**config.mk**
```make
export PLATFORM = sky130hd
export DESIGN_NAME = tlb_tagged
export DESIGN_NICKNAME = d
export VERILOG_FILES = /design/src/rtl/tlb_pkg.sv /design/src/rtl/tlb_match.sv /design/src/rtl/tlb_alloc.sv /design/src/rtl/tlb_tagged.sv
export SDC_FILE = /design/constraint.sdc
export NUM_CORES = 1
export LEC_CHECK = 0
export BUFFER_PORTS_ARGS = -buffer_cell sky130_fd_sc_hd__buf_4
export CORE_UTILIZATION = 60
export CTS_BUF_LIST = sky130_fd_sc_hd__clkbuf_8
export CTS_CLUSTER_DIAMETER = 150
export DETAILED_ROUTE_END_ITERATION = 10
export GPL_TIMING_DRIVEN = 0
export PLACE_DENSITY = 0.85
export SETUP_SLACK_MARGIN = 0.4
export SYNTH_ARGS = -nofsm -noshare
export SYNTH_HDL_FRONTEND = slang
export SYNTH_SLANG_ARGS = --single-unit
```
**constraint.sdc**
```tcl
create_clock -name clk -period 9.4 [get_ports clk]
set_input_delay 1.41 -clock clk [delete_from_list [all_inputs] [get_ports clk]]
set_output_delay 1.41 -clock clk [all_outputs]
set_load 0.01 [all_outputs]
```
**src/rtl/tlb_pkg.sv**
```systemverilog
package tlb_pkg;
   // state bits carried by every cached translation
   typedef struct packed {
      logic       cache;   // [4]
      logic       dirty;   // [3]
      logic       refd;    // [2]
      logic [1:0] perm;    // [1:0]
   } pte_flags_t;

   localparam int FLAG_W = $bits(pte_flags_t);

   function automatic pte_flags_t flags_none();
      return '0;
   endfunction
endpackage

```
**src/rtl/tlb_match.sv**
```systemverilog
// Parallel compare of a key against every slot tag.
module tlb_match #(
   parameter int N     = 8,
   parameter int VPN_W = 20,
   parameter int PID_W = 8
) (
   input  logic [N-1:0]            valid,
   input  logic [N-1:0][VPN_W-1:0] slot_vpn,
   input  logic [N-1:0][PID_W-1:0] slot_pid,
   input  logic [VPN_W-1:0]        key_vpn,
   input  logic [PID_W-1:0]        key_pid,
   input  logic                    use_pid,
   output logic [N-1:0]            match
);
   for (genvar i = 0; i < N; i++) begin : g_cmp
      logic vpn_eq;
      logic pid_eq;
      assign vpn_eq   = (slot_vpn[i] == key_vpn);
      assign pid_eq   = !use_pid || (slot_pid[i] == key_pid);
      assign match[i] = valid[i] && vpn_eq && pid_eq;
   end
endmodule

```
**src/rtl/tlb_alloc.sv**
```systemverilog
// Chooses the slot for a fill: duplicate, else lowest free, else round-robin.
module tlb_alloc #(
   parameter int N = 8,
   localparam int IDX_W = (N > 1) ? $clog2(N) : 1
) (
   input  logic             clk,
   input  logic             rst_n,
   input  logic             req,
   input  logic [N-1:0]     valid,
   input  logic [N-1:0]     dup,
   output logic [IDX_W-1:0] slot,
   output logic [IDX_W-1:0] rr_ptr
);
   localparam logic [IDX_W-1:0] LAST = IDX_W'(N - 1);

   logic [IDX_W-1:0] dup_idx;
   logic [IDX_W-1:0] free_idx;
   logic             any_dup;
   logic             any_free;
   logic             evict;

   always_comb begin
      dup_idx  = '0;
      free_idx = '0;
      for (int i = N - 1; i >= 0; i--) begin
         if (dup[i])    dup_idx  = IDX_W'(i);
         if (!valid[i]) free_idx = IDX_W'(i);
      end
   end

   assign any_dup  = |dup;
   assign any_free = !(&valid);
   assign evict    = req && !any_dup && !any_free;

   always_comb begin
      if (any_dup)       slot = dup_idx;
      else if (any_free) slot = free_idx;
      else               slot = rr_ptr;
   end

   always_ff @(posedge clk) begin
      if (!rst_n)     rr_ptr <= '0;
      else if (evict) rr_ptr <= (rr_ptr == LAST) ? '0 : rr_ptr + 1'b1;
   end
endmodule

```
**src/rtl/tlb_tagged.sv**
```systemverilog
module tlb_tagged #(
   parameter int ENTRIES = 8,
   parameter int VA_W    = 32,
   parameter int OFF_W   = 12,
   parameter int FRAME_W = 20,
   parameter int PID_W   = 8,
   localparam int VPN_W  = VA_W - OFF_W,
   localparam int PA_W   = FRAME_W + OFF_W,
   localparam int FLAG_W = tlb_pkg::FLAG_W
) (
   input  logic               clk,
   input  logic               rst_n,
   input  logic               tag_en,
   input  logic [VA_W-1:0]    lk_vaddr,
   input  logic [PID_W-1:0]   lk_pid,
   output logic               lk_hit,
   output logic [PA_W-1:0]    lk_paddr,
   output logic [FLAG_W-1:0]  lk_flags,
   input  logic               fill_en,
   input  logic [VPN_W-1:0]   fill_vpn,
   input  logic [PID_W-1:0]   fill_pid,
   input  logic [FRAME_W-1:0] fill_frame,
   input  logic [FLAG_W-1:0]  fill_flags,
   input  logic               flush_all,
   input  logic               flush_pid_en,
   input  logic [PID_W-1:0]   flush_pid
);
   localparam int IDX_W = (ENTRIES > 1) ? $clog2(ENTRIES) : 1;

   if (ENTRIES < 2 || ENTRIES > 64) begin : g_bad_entries
      $error("tlb_tagged: ENTRIES must lie in 2..64");
   end
   if (OFF_W < 1 || OFF_W >= VA_W) begin : g_bad_offset
      $error("tlb_tagged: OFF_W must be below VA_W");
   end

   logic [ENTRIES-1:0]              valid_vec;
   logic [ENTRIES-1:0][VPN_W-1:0]   e_vpn;
   logic [ENTRIES-1:0][PID_W-1:0]   e_pid;
   logic [ENTRIES-1:0][FRAME_W-1:0] e_frame;
   logic [ENTRIES-1:0][FLAG_W-1:0]  e_flags;

   logic [ENTRIES-1:0] hit_vec;
   logic [ENTRIES-1:0] dup_vec;
   logic [IDX_W-1:0]   fill_slot;
   logic [IDX_W-1:0]   rr_ptr;
   logic               fill_ok;

   assign fill_ok = fill_en && !flush_all && !flush_pid_en;

   tlb_match #(.N(ENTRIES), .VPN_W(VPN_W), .PID_W(PID_W)) u_look (
      .valid(valid_vec), .slot_vpn(e_vpn), .slot_pid(e_pid),
      .key_vpn(lk_vaddr[VA_W-1:OFF_W]), .key_pid(lk_pid),
      .use_pid(tag_en), .match(hit_vec)
   );

   tlb_match #(.N(ENTRIES), .VPN_W(VPN_W), .PID_W(PID_W)) u_dup (
      .valid(valid_vec), .slot_vpn(e_vpn), .slot_pid(e_pid),
      .key_vpn(fill_vpn), .key_pid(fill_pid),
      .use_pid(tag_en), .match(dup_vec)
   );

   tlb_alloc #(.N(ENTRIES)) u_alloc (
      .clk(clk), .rst_n(rst_n), .req(fill_ok),
      .valid(valid_vec), .dup(dup_vec),
      .slot(fill_slot), .rr_ptr(rr_ptr)
   );

   // one-hot read mux
   always_comb begin
      logic [FRAME_W-1:0] frm;
      logic [FLAG_W-1:0]  flg;
      frm = '0;
      flg = '0;
      for (int i = 0; i < ENTRIES; i++) begin
         frm |= e_frame[i] & {FRAME_W{hit_vec[i]}};
         flg |= e_flags[i] & {FLAG_W{hit_vec[i]}};
      end
      lk_hit   = |hit_vec;
      lk_flags = flg;
      lk_paddr = lk_hit ? {frm, lk_vaddr[OFF_W-1:0]} : '0;
   end

   always_ff @(posedge clk) begin
      if (!rst_n) begin
         valid_vec <= '0;
      end else if (flush_all) begin
         valid_vec <= '0;
      end else if (flush_pid_en) begin
         for (int i = 0; i < ENTRIES; i++)
            if (e_pid[i] == flush_pid) valid_vec[i] <= 1'b0;
      end else if (fill_ok) begin
         valid_vec[fill_slot] <= 1'b1;
      end
   end

   always_ff @(posedge clk) begin
      if (fill_ok) begin
         e_vpn[fill_slot]   <= fill_vpn;
         e_pid[fill_slot]   <= fill_pid;
         e_frame[fill_slot] <= fill_frame;
         e_flags[fill_slot] <= fill_flags;
      end
   end
endmodule

```
==> flow_summary_export.csv <==
group,metric,value,unit
synthesis,synth_ff_type,"edfxtp_1",
worst_setup_path,cp_cell_sequence,"buf_2 > xor2_1 > nor4_1 > nand3_1 > a211oi_2 > buf_2 > buf_2 > a22oi_1 > nand3_1 > buf_4",
drt,firstDrtPassIters,6,
global_route,grt_max_degree,28,
global_route,grt_pass1_vias,13100,
placed_design,gp_congestion,0.979,
cells_and_area,fin_area,0.0238,mm^2
cells_and_area,final_common_cell,"edfxtp_1",
drt,vias_per_cell,6.26,
cells_and_area,syn_to_final_growth,14.6,%
floorplan,die-area,0.0354,mm^2
cells_and_area,nNetsFinal,1762,
synthesis,ys_seq_area_frac,0.623,
floorplan,rows,67,
cts,clkTransAtPathRegs,0.05,ns
sta,rsz0062_at_grt,"false",
power,p_leak,8.02,nW
placed_design,placement.io_buffers,106,
placed_design,dp_cells,2026,
flow_run,cap_violations,0,
floorplan,coreArea,0.0338,mm^2
sta,fmax,161,MHz
sta,setup_viol,0,
floorplan,io_pins,145,
cts,clockBufferDepth,3,
sta,skew,0.0412,ns
synthesis,synth-edff-count,424,
global_route,grt_pass1_wl,87600,um
drt,num_vias,13500,
power,irDropWorstVdd,179,uV
sta,relSlewSlack,0.299,
synthesis,yosys_warnings,0,
drt,first_iter_violations,1924,
worst_setup_path,crit_slowest_cell,"a211oi_2",
synthesis,async_flop_share,0,
synthesis,synth.distinct_cells,56,
cts,cts_sinks,435,
global_route,grt_remaining_overflow,0,
global_route,antenna_found_initial,2,
sta,tightestPinTransition,1.05,ns
cts,cts_root_buf,"clkbuf_8",
worst_setup_path,rrSetupSlack,4.53,ns
synthesis,synth_fp_nets,1561,
cells_and_area,final_cell_mix,"edfxtp_1, xor2_1, xnor2_1",
worst_setup_path,cp_max_fo,10,
worst_setup_path,worstPathArrival,4.81,ns
cts,htree_levels,3,
cells_and_area,fill_cells,2279,
worst_setup_path,cp.required,7.99,ns
cts,post_cts_resized,0,
cts,tritoncts,"done",
cts,cts_hold_buf,0,
worst_setup_path,cpMostUsedCell,"buf_2",
floorplan,die_h,188,um
sta,period_share,0.661,
cells_and_area,drive_above_1_share,0.182,
placed_design,dp_hpwl,41900,um
global_route,grt_usage,0.346,
drt,wire_per_inst,28.0,um
floorplan,die_w,188,um
drt,wirelength,60300,um
placed_design,dpl_cell_area,0.0225,mm^2
sta,maxSlewViolCount,0,
synthesis,avgSynthCellArea,14.3,um^2
drt,post-route-drc-count,0,
worst_setup_path,crit_path_end_kind,"primary output",
sta,holdWs,0.563,ns
run_status,status,"completed",
worst_setup_path,criticalPathCategory,"primary input to primary output",
drt,drtAntennaViolNets,0,
sta,finalSetupTns,0,ns
floorplan,start_util,0.616,
sta,min_period,6.22,ns
sta,hold_viol_final,0,
cts,clock_latency,0.65,ns
synthesis,syn-cell-area,0.0208,mm^2
worst_setup_path,critPathLaunchType,"primary input",
synthesis,syn_inst,1452,
synthesis,synth_seq_cells,435,
cells_and_area,final_cells,2152,
cts,cts_setup_buffers,0,
worst_setup_path,critPathMaxStageDelay,0.91,ns
cts,cts-buffers-inserted,73,
hold_path,hold_class,"flip-flop to flip-flop",
power,power_density,167,mW/mm^2
-- cells in the mapped netlist (all sizes together), types with 3 or more instances --
master	number	share of area
edfxtp	424	0.61
xor2	286	0.12
xnor2	226	0.096
nor4	74	0.023
buf	61	0.020
nand4	59	0.018
nand3	52	0.013
a22oi	51	0.018
a221oi	25	0.011
a22o	25	0.011
clkbuf	24	0.0043
nand2	18	0.0032
nor2b	16	0.0048
nor3	13	0.0031
nor2	12	0.0022
dfxtp	11	0.011
o21ai	11	0.0026
a211oi	8	0.0048
o31ai	7	0.0032
and3	6	0.0018
inv	6	0.0011
a31oi	5	0.0018
a311o	3	0.0014
mux2i	3	0.0014
-- metrics by stage --
stage | setup WS [ns] | utilization | total power, W
floorplan | 2.18 | - | 0.00234
global placement | -1.96 | 0.656 | 0.00245
detailed placement | 3.20 | 0.667 | 0.00245
CTS | 3.20 | 0.706 | 0.00398
global route | 3.10 | 0.706 | 0.00409
finish | 3.18 | 0.706 | 0.00398
-- layer usage --
layer / track usage / vias to the layer above / wire [um]
met5: 0 / - / 0
met4: 0.130 / 0 / 2290
met3: 0.0996 / 139 / 7570
met2: 0.510 / 942 / 26700
met1: 0.488 / 6551 / 23700
li1: - / 5840 / -
-- registers in the layout (all words and copies together), names as in the netlist --
register and flops:
e_vpn 160, e_frame 160, e_flags 40, valid_vec 8
u_alloc.rr_ptr 3, e_pid 64
-- final timing paths --
path	end	start	cells after the start
worst max-delay path	lk_paddr[13]	lk_vaddr[18]	10
worst min register to register	valid_vec[1]	valid_vec[1]	2
worst min-delay path	valid_vec[1]	valid_vec[1]	2
worst max register to register	e_frame[8]	e_vpn[56]	12
-- where the power goes --
| part | switching, W | internal [W] | total, W |
|---|---|---|---|
| Combinational | 0.000176 | 0.000102 | 0.000278 |
| Clock | 0.000799 | 0.000764 | 0.00156 |
| Sequential | 0.00000514 | 0.00214 | 0.00214 |
| Total | 0.000981 | 0.00300 | 0.00398 |
-- worst max-delay path: cells and delay by family --
family	cells	cell delay [ns]
buffers and inverters	4	1.33
AOI/OAI and AO/OA	2	1.06
and+or+nand+nor	3	0.87
xor gates and xnor gates	1	0.11
-- cell type report --
type	count	area, um^2	share of cell area
Sequential cell	435	13000	0.543
Multi-Input combinational cell	926	7380	0.309
Timing Repair Buffer	126	1120	0.0470
Clock buffer	73	1000	0.0421
Tap cell	448	561	0.0235
Buffer	85	505	0.0212
Clock inverter	51	299	0.0125
Inverter	6	22.5	0.000944
Antenna cell	2	5.00	0.000210
-- cell families (layout without fill, tap and decap cells) --
group	after synthesis	after routing	synth area share
XOR/XNOR	512	512	0.216
flip-flops	435	435	0.623
AND/OR/NAND/NOR	260	260	0.0735
AO/OA/AOI/OAI	149	149	0.0598
buffers and inverters	91	341	0.0254
multiplexers	3	3	0.00144
adder cells (fa/ha/maj)	2	2	0.00120
other	0	2	0
Note: power is estimated with default switching activity, not from simulation.
